[config.mk]
export PLATFORM = sky130hd
export DESIGN_NAME = eoi_broadcast_unit
export DESIGN_NICKNAME = d
export VERILOG_FILES = /design/src/rtl/eoi_pkg.sv /design/src/rtl/eoi_scan_ctrl.sv /design/src/rtl/eoi_storm_counter.sv /design/src/rtl/eoi_delay_timer.sv /design/src/rtl/eoi_broadcast_unit.sv
export SDC_FILE = /design/constraint.sdc
export NUM_CORES = 2
export LEC_CHECK = 0
export BUFFER_PORTS_ARGS = -buffer_cell sky130_fd_sc_hd__buf_2
export CORE_ASPECT_RATIO = 0.6
export CORE_MARGIN = 5
export CORE_UTILIZATION = 60
export DETAILED_ROUTE_END_ITERATION = 8
export PLACE_DENSITY_LB_ADDON = 0.2
export SYNTH_ARGS = -nofsm -noshare
export SYNTH_HDL_FRONTEND = slang
export SYNTH_SLANG_ARGS = --single-unit
[constraint.sdc]
create_clock -name clk -period 9.7 [get_ports clk]
set_input_delay 2.91 -clock clk [delete_from_list [all_inputs] [get_ports clk]]
set_output_delay 2.91 -clock clk [all_outputs]
set_load 0.01 [all_outputs]
[src/rtl/eoi_pkg.sv]
// Package: shared helpers and the trigger-mode encoding for the EOI handler.
// Assumes: nothing beyond IEEE 1800-2017.
package eoi_pkg;

    // Trigger mode carried with an end-of-interrupt
    typedef enum logic {
        TRIG_EDGE  = 1'b0,
        TRIG_LEVEL = 1'b1
    } trig_e;

    // Width needed to index n items, never less than one bit
    function automatic int idx_width(input int n);
        return (n > 1) ? $clog2(n) : 1;
    endfunction

    // Width needed to hold the value n itself
    function automatic int val_width(input int n);
        return (n > 0) ? $clog2(n + 1) : 1;
    endfunction

endpackage

[src/rtl/eoi_scan_ctrl.sv]
// Module: eoi_scan_ctrl
// Accepts one end-of-interrupt request when idle and then steps an index
// over all pins, one per cycle, holding the captured vector and mode.
// Assumes: NUM_PINS >= 1; requests arriving while busy are dropped.
module eoi_scan_ctrl
    import eoi_pkg::*;
#(
    parameter int NUM_PINS = 24,
    parameter int VEC_W    = 8,
    localparam int IDX_W   = idx_width(NUM_PINS)
) (
    input  logic             clk,
    input  logic             rst_n,
    input  logic             req_valid,
    input  logic [VEC_W-1:0] req_vector,
    input  logic             req_level,
    output logic             scanning,
    output logic [IDX_W-1:0] scan_idx,
    output logic [VEC_W-1:0] scan_vector,
    output trig_e            scan_mode
);

    localparam logic [IDX_W-1:0] LAST_IDX = IDX_W'(NUM_PINS - 1);

    logic take;
    assign take = req_valid && !scanning;

    // Scan sequencing: start on an accepted request, stop after the last pin
    always_ff @(posedge clk) begin
        if (!rst_n) begin
            scanning <= 1'b0;
            scan_idx <= '0;
        end else if (scanning) begin
            if (scan_idx == LAST_IDX) begin
                scanning <= 1'b0;
                scan_idx <= '0;
            end else begin
                scan_idx <= scan_idx + 1'b1;
            end
        end else if (take) begin
            scanning <= 1'b1;
            scan_idx <= '0;
        end
    end

    // Capture of the request's vector and trigger mode at acceptance
    always_ff @(posedge clk) begin
        if (!rst_n) begin
            scan_vector <= '0;
            scan_mode   <= TRIG_EDGE;
        end else if (take) begin
            scan_vector <= req_vector;
            scan_mode   <= req_level ? TRIG_LEVEL : TRIG_EDGE;
        end
    end

endmodule

[src/rtl/eoi_storm_counter.sv]
// Module: eoi_storm_counter
// Per-pin count of back-to-back EOI-driven re-deliveries. Decides, for a
// level match, between immediate re-delivery and deferral to the sweep.
// Assumes: STORM_LIMIT >= 1; 'hit' is high for at most one cycle per scan.
module eoi_storm_counter
    import eoi_pkg::*;
#(
    parameter int STORM_LIMIT = 10000,
    localparam int CNT_W      = val_width(STORM_LIMIT)
) (
    input  logic clk,
    input  logic rst_n,
    input  logic hit,
    input  logic eligible,
    output logic fire_now,
    output logic defer
);

    localparam logic [CNT_W-1:0] LAST_COUNT = CNT_W'(STORM_LIMIT - 1);

    logic [CNT_W-1:0] run_count;
    logic             at_limit;

    assign at_limit = (run_count == LAST_COUNT);
    assign fire_now = hit && eligible && !at_limit;
    assign defer    = hit && eligible && at_limit;

    // Count update: grow on immediate re-delivery, clear on deferral or idle pin
    always_ff @(posedge clk) begin
        if (!rst_n) begin
            run_count <= '0;
        end else if (hit) begin
            if (fire_now) begin
                run_count <= run_count + 1'b1;
            end else begin
                run_count <= '0;
            end
        end
    end

endmodule

[src/rtl/eoi_delay_timer.sv]
// Module: eoi_delay_timer
// Single shared countdown for deferred re-delivery. Arms on any deferral,
// ignores further deferrals while running, and pulses 'sweep' for one
// cycle DELAY_CYCLES cycles after arming. A deferral in the sweep cycle
// re-arms it.
// Assumes: DELAY_CYCLES >= 1.
module eoi_delay_timer
    import eoi_pkg::*;
#(
    parameter int DELAY_CYCLES = 2000000,
    localparam int TMR_W       = val_width(DELAY_CYCLES)
) (
    input  logic clk,
    input  logic rst_n,
    input  logic defer_any,
    output logic sweep
);

    localparam logic [TMR_W-1:0] LAST_TICK = TMR_W'(DELAY_CYCLES - 1);

    logic             pending;
    logic [TMR_W-1:0] elapsed;

    assign sweep = pending && (elapsed == LAST_TICK);

    // Countdown: arm, run, fire, and re-arm when a deferral meets the sweep
    always_ff @(posedge clk) begin
        if (!rst_n) begin
            pending <= 1'b0;
            elapsed <= '0;
        end else if (sweep) begin
            pending <= defer_any;
            elapsed <= '0;
        end else if (pending) begin
            elapsed <= elapsed + 1'b1;
        end else if (defer_any) begin
            pending <= 1'b1;
            elapsed <= '0;
        end
    end

endmodule

[src/rtl/eoi_broadcast_unit.sv]
// Module: eoi_broadcast_unit (top)
// Handles end-of-interrupt broadcasts against a routing table: scans all
// pins, acknowledges vector matches, clears remote in-service flags and
// re-delivers still-requested level pins, throttling storms through a
// per-pin counter and a shared delayed sweep.
// Assumes: routing fields and flags are held stable by the table owner;
// the remote in-service flags are stored outside and cleared on remote_clr.
module eoi_broadcast_unit
    import eoi_pkg::*;
#(
    parameter int NUM_PINS    = 24,
    parameter int VEC_W       = 8,
    parameter int STORM_LIMIT = 10000,
    parameter int CLK_HZ      = 200000000,
    parameter int DELAY_DIV   = 100
) (
    input  logic                      clk,
    input  logic                      rst_n,
    input  logic                      eoi_valid,
    input  logic [VEC_W-1:0]          eoi_vector,
    input  logic                      eoi_level,
    input  logic [NUM_PINS*VEC_W-1:0] pin_vector,
    input  logic [NUM_PINS-1:0]       pin_level_trig,
    input  logic [NUM_PINS-1:0]       pin_mask,
    input  logic [NUM_PINS-1:0]       pin_request,
    input  logic [NUM_PINS-1:0]       pin_remote,
    output logic                      busy,
    output logic [NUM_PINS-1:0]       ack_notify,
    output logic [NUM_PINS-1:0]       remote_clr,
    output logic [NUM_PINS-1:0]       redeliver
);

    localparam int IDX_W        = idx_width(NUM_PINS);
    localparam int DELAY_CYCLES = (CLK_HZ / DELAY_DIV > 0) ? CLK_HZ / DELAY_DIV : 1;

    logic             scanning;
    logic [IDX_W-1:0] scan_idx;
    logic [VEC_W-1:0] scan_vector;
    trig_e            scan_mode;
    logic             sweep;

    logic [NUM_PINS-1:0] pin_sel;
    logic [NUM_PINS-1:0] fire_now;
    logic [NUM_PINS-1:0] defer_pin;
    logic [NUM_PINS-1:0] sweep_hit;

    // Request acceptance and pin stepping
    eoi_scan_ctrl #(
        .NUM_PINS (NUM_PINS),
        .VEC_W    (VEC_W)
    ) u_scan (
        .clk         (clk),
        .rst_n       (rst_n),
        .req_valid   (eoi_valid),
        .req_vector  (eoi_vector),
        .req_level   (eoi_level),
        .scanning    (scanning),
        .scan_idx    (scan_idx),
        .scan_vector (scan_vector),
        .scan_mode   (scan_mode)
    );

    // Per-pin match, storm counting and sweep qualification
    for (genvar k = 0; k < NUM_PINS; k++) begin : g_pin
        logic level_hit;

        assign pin_sel[k] = scanning && (scan_idx == IDX_W'(k))
                            && (pin_vector[k*VEC_W +: VEC_W] == scan_vector);
        assign level_hit  = pin_sel[k] && (scan_mode == TRIG_LEVEL);

        // immediate re-delivery or deferral for this pin
        eoi_storm_counter #(
            .STORM_LIMIT (STORM_LIMIT)
        ) u_storm (
            .clk      (clk),
            .rst_n    (rst_n),
            .hit      (level_hit),
            .eligible (!pin_mask[k] && pin_request[k]),
            .fire_now (fire_now[k]),
            .defer    (defer_pin[k])
        );

        // pins the delayed sweep re-delivers
        assign sweep_hit[k] = sweep && pin_level_trig[k] && pin_request[k]
                              && !pin_mask[k] && !pin_remote[k];
    end

    // shared deferred re-delivery countdown
    eoi_delay_timer #(
        .DELAY_CYCLES (DELAY_CYCLES)
    ) u_delay (
        .clk       (clk),
        .rst_n     (rst_n),
        .defer_any (|defer_pin),
        .sweep     (sweep)
    );

    // Output strobes: R2 ack, R4 clear, R11 merged re-delivery
    always_comb begin
        busy       = scanning;
        ack_notify = pin_sel;
        remote_clr = (scan_mode == TRIG_LEVEL) ? pin_sel : '0;
        redeliver  = fire_now | sweep_hit;
    end

endmodule

; Word level (Yosys, flattened, before mapping)
; Cells that the tools add are included.
[word_totals]
regBits = 373
input_bits = 300
out_inout_bits = 73
wordCells = 511
[op_classes]
add_sub_neg = 26
eq_ne = 72
mux = 37
bitwise_logic = 2
n_reduce_logical = 344
[ops]
columns = op, count
row1 = $add A14 B1 Y14 const B, 24
row2 = $eq A14 B14 Y1 const B, 24
row3 = $mux W14, 24
row4 = $logic_and A1 B1 Y1, 266
row5 = $eq A8 B8 Y1, 24
row6 = $logic_not A1 Y1, 73
row7 = $mux W21, 2
row8 = $eq A5 B4 Y1 const B, 8
row9 = $eq A5 B5 Y1 const B, 8
row10 = $mux W24, 1
row11 = $or A24 B24 Y24, 1
row12 = $reduce_or A24 Y1, 1
row13 = $add A21 B1 Y21 const B, 1
row14 = $eq A21 B21 Y1 const B, 1
row15 = $eq A5 B3 Y1 const B, 4
row16 = $mux W5, 3
row17 = $eq A5 B2 Y1 const B, 2
row18 = $mux W1, 7
row19 = $add A5 B1 Y5 const B, 1
row20 = $eq A5 B1 Y1 const B, 1
row21 = $logic_not A5 Y1, 1
row22 = $reduce_bool A2 Y1, 2
row23 = $reduce_or A2 Y1, 1
row24 = $not A1 Y1, 1

; Logic depth before layout (Yosys ltp)
[depth]
ltp_word = 10
depth_mapped = 12
depth_no_buf = 10

; Modules after synthesis
; Synthesis repeated with hierarchy kept, for this count alone.
[unflattened]
hier_cells = 2942
area_unflattened_um2 = 23616.4
[by_module_without_submodules]
columns = mod, instances, cells_each, area_each_um2, seq_area_each_um2
row1 = eoi_storm_counter, 24, 93, 764.5, 280.3
row2 = eoi_broadcast_unit, 1, 496, 3483.3, 0.0
row3 = eoi_delay_timer, 1, 141, 1186.1, 440.4
row4 = eoi_scan_ctrl, 1, 73, 599.3, 300.3

; Least setup slack after synthesis
; OpenSTA, ideal clock, no wires.
[synth_timing]
path_type = input to output
startpoint = input port pin_vector[50]
endpoint = output port redeliver[6]
arrival_ns = 4.656
t_required_ns = 6.790
path_slack_ns = 2.134
stages = 7
path_buffers = 2
path_cell_list = xor2_1 > or3_1 > or4_4 > or3_1 > clkbuf_1 > clkbuf_1 > o41ai_1
[synth_via]
elab_chain_len = 6
[synth_lines]
columns = element, line_no
row1 = from (decl), eoi_broadcast_unit.sv:22  ; input logic [NUM_PINS*VEC_W-1:0] pin_vector,
row2 = $eq A8 B8 Y1, eoi_broadcast_unit.sv:68  ; && (pin_vector[k*VEC_W +: VEC_W] == scan_vector);
row3 = $logic_and A1 B1 Y1, eoi_broadcast_unit.sv:68
row4 = $logic_and A1 B1 Y1, eoi_broadcast_unit.sv:69  ; assign level_hit = pin_sel[k] && (scan_mode == TRIG_LEVEL);
row5 = $logic_and A1 B1 Y1 (2 in a row), eoi_storm_counter.sv:25  ; assign fire_now = hit && eligible && !at_limit;
row6 = $or A24 B24 Y24, eoi_broadcast_unit.sv:103  ; redeliver = fire_now | sweep_hit;
row7 = to (decl), eoi_broadcast_unit.sv:30  ; output logic [NUM_PINS-1:0] redeliver
; No other way between the ends.

; Final worst setup path
[layout_timing]
startpoint = input port pin_vector[52]
endpoint = output port redeliver[6]
; Same word-level chain as after synthesis.

==> out/qor.yml <==
synth:
  syn_inst: 3014
  synth_area_leaders: "dfxtp_1 32%, xor2_1 6.0%, nand2_1 5.6%"
  number_of_storage_elements_in_the_synthesis_netlist: 373
  synth_largest_area_cell: "dfxtp_1"
  mappedNetlistArea_sq_um: 23000
  synth_enable_flop_cells: 0
  avgSynthCellArea_sq_um: 7.63
  synth_top_area_share_pct: 32.5
  synth-warning-count: 0
  synthMostInstantiatedCell: "dfxtp_1"
  synth_ff_type: "dfxtp_1"
  synthTopCellsByCount: "373 x dfxtp_1, 341 x nand2_1, 277 x nor2_1, 211 x a21oi_1"
  postSynth.asyncResetShare_pct: 0
  synth_fp_nets: 3344
  sequential_element_share_of_the_synthesized_area_pct: 32.5
  synth.distinct_cells: 69
timing:
  max_slew.worst_pin.slew_ns: 1.12
  postLayoutSetupSlackWorst_ns: 1.46
  unrepaired_setup_endpoints_after_global_routing: "no"
  max-slew-margin-rel_pct: 24.5
  hold_ws_ns: 0.463
  setup_violations: 0
  setup_tns_ns: 0
  finalHoldViolations: 0
  min_period_over_period_pct: 85.0
  fmaxAchievable_mhz: 121
  timing_max_transition_violations_final: 0
  clock_skew_ns: 0.0244
  layout_min_cycle_time_ns: 8.24
power_and_ir_drop:
  power.total_mw: 3.32
  leakage_nw: 9.56
  worst_ir_drop_vdd_v: 0.0000988
  power_density_nw_per_um2: 127
cts:
  postCtsSetupBuffers: 0
  clock_path_buffers: 3
  post_cts_hold_buffer_count: 0
  numCtsBuffers: 37
  postCtsResizedCells: 0
  cts_tree: "built"
  insertion_delay_ns: 0.55
  num_clock_sinks: 373
  clock_tree.root_cell: "clkbuf_16"
  htreeDepth: 2
  clk_pin_slew_ns: 0.06
die:
  top_ports: 373
  row_count: 55
  die_width_microns: 263
  core-area_sq_um: 37800
  floorplan.initialDensity_pct: 60.8
  die-area_sq_um: 42500
  die_y_microns: 162
run_status:
  status: "finished, final reports clean"
worst_setup_path:
  cp.arrival_ns: 5.33
  worstPathRequired_ns: 6.79
  crit_path_max_fanout: 18
  start_kind: "input pin"
  endpoint_kind: "output pin"
  worst_path_class_setup: "in2out"
global_routing:
  grt_start_max_net_pins: 87
  grt_first_pass_wirelength_microns: 114000
  globalRouteTotalUtil_pct: 32.1
  gr-total-overflow: 0
  antenna_found_initial: 3
  first_global_vias: 21800
finish:
  finish.utilization_pct: 69.4
  design.final.nets: 3631
  area_delta_synth_final_pct: 14.1
  final_layout_size_suffix_gt1_share_pct: 16.9
  non_filler_instances: 3844
  final_design_area_no_fill_sq_um: 26200
place:
  place_area_sq_um: 25000
  portBuffers: 372
  placer_s_final_routability_congestion_estimate: 0.965
  detailed_place_hpwl_microns: 54500
  preCtsSetupSlack_ns: 1.51
  post-place-cells: 3775
drt:
  totalWireLength_microns: 73800
  drt-vias-per-instance: 6.22
  drc_violations_left: 0
  routed_wire_length_per_instance_microns: 19.2
  drc_violation_total_after_the_first_tritonroute_iteration: 2487
  drt_pre_antenna_iters: 6
  postRouteAntennaNets: 0
  vias: 23900
run:
  drv.max_cap_violation_count: 0
min_path:
  hold_class: "reg2reg"
report_power, final:
group          internal [mW]  switching, mW  leakage, nW  total, mW
clock network          0.869          0.645        0.603       1.51
registers               1.53         0.0203         3.01       1.55
logic                  0.107          0.147         5.95      0.254
logic make-up (layout without fill, tap and decap cells):
logic type,after synthesis,in the layout,share of synthesized area [%]
and+or+nand+nor,1543,1543,35.8
AOI/OAI and AO/OA,568,568,14.6
DFF,373,373,32.5
xor gates and xnor gates,268,268,10.2
buffers and inverters,210,525,4.29
adders and majority gates,30,30,1.63
muxes,22,22,1.01
other,0,2,0
routing by layer:
metal / share of wire, % / GRT usage [%]
met3: 8.5 / 5.56
met4: 3.3 / 10.8
met2: 45 / 50.9
met5: 0 / 0
met1: 43 / 44.7
placed cells by master, fill, tap and decap left out, drive strengths merged, types with 70 or more instances in the layout:
cell type / count
buf: 395
dfxtp: 373
nand2: 342
nor2: 277
a21oi: 211
nand3: 161
o21ai: 161
xor2: 157
nor3: 113
xnor2: 111
and3: 96
nand4: 70
critical path, cell delays in order:
cell	delay, ns
buf_2	0.10
xnor2_1	0.27
nand4_1	0.32
or4_4	0.72
or3_1	0.65
o41ai_1	0.14
buf_2	0.20
flip-flops by register name (all words and copies together), names as in the netlist:
signal,flops
u_scan.scan_mode,1
u_scan.scan_vector,8
u_scan.scanning,1
g_pin.u_storm.run_count,336
u_delay.pending,1
u_scan.scan_idx,5
u_delay.elapsed,21
area by class of cell:
cell class / count / area (sq um)
inverters: 63 / 241
well taps: 513 / 642
clock inverters: 14 / 171
diodes: 2 / 5.00
multi-input cells: 2431 / 14600
repair buffers: 395 / 2030
fillers: 3181 / 11600
clock buffers: 53 / 1090
flip-flops and latches: 373 / 7480
final timing paths:
kind	slack (ns)	end	depth (start not counted)	startpoint
hold / removal	0.46	g_pin[5].u_storm.run_count[13]$_SDFFE_PN0P_	2	g_pin[5].u_storm.run_count[13]$_SDFFE_PN0P_
hold reg to reg	0.46	g_pin[5].u_storm.run_count[13]$_SDFFE_PN0P_	2	g_pin[5].u_storm.run_count[13]$_SDFFE_PN0P_
setup reg to reg	4.84	u_delay.elapsed[18]$_SDFFE_PP0P_	10	u_scan.scan_idx[1]$_SDFFE_PN0P_
setup / recovery	1.46	redeliver[6]	7	pin_vector[52]
No activity file was read; power rests on OpenSTA's default activity.
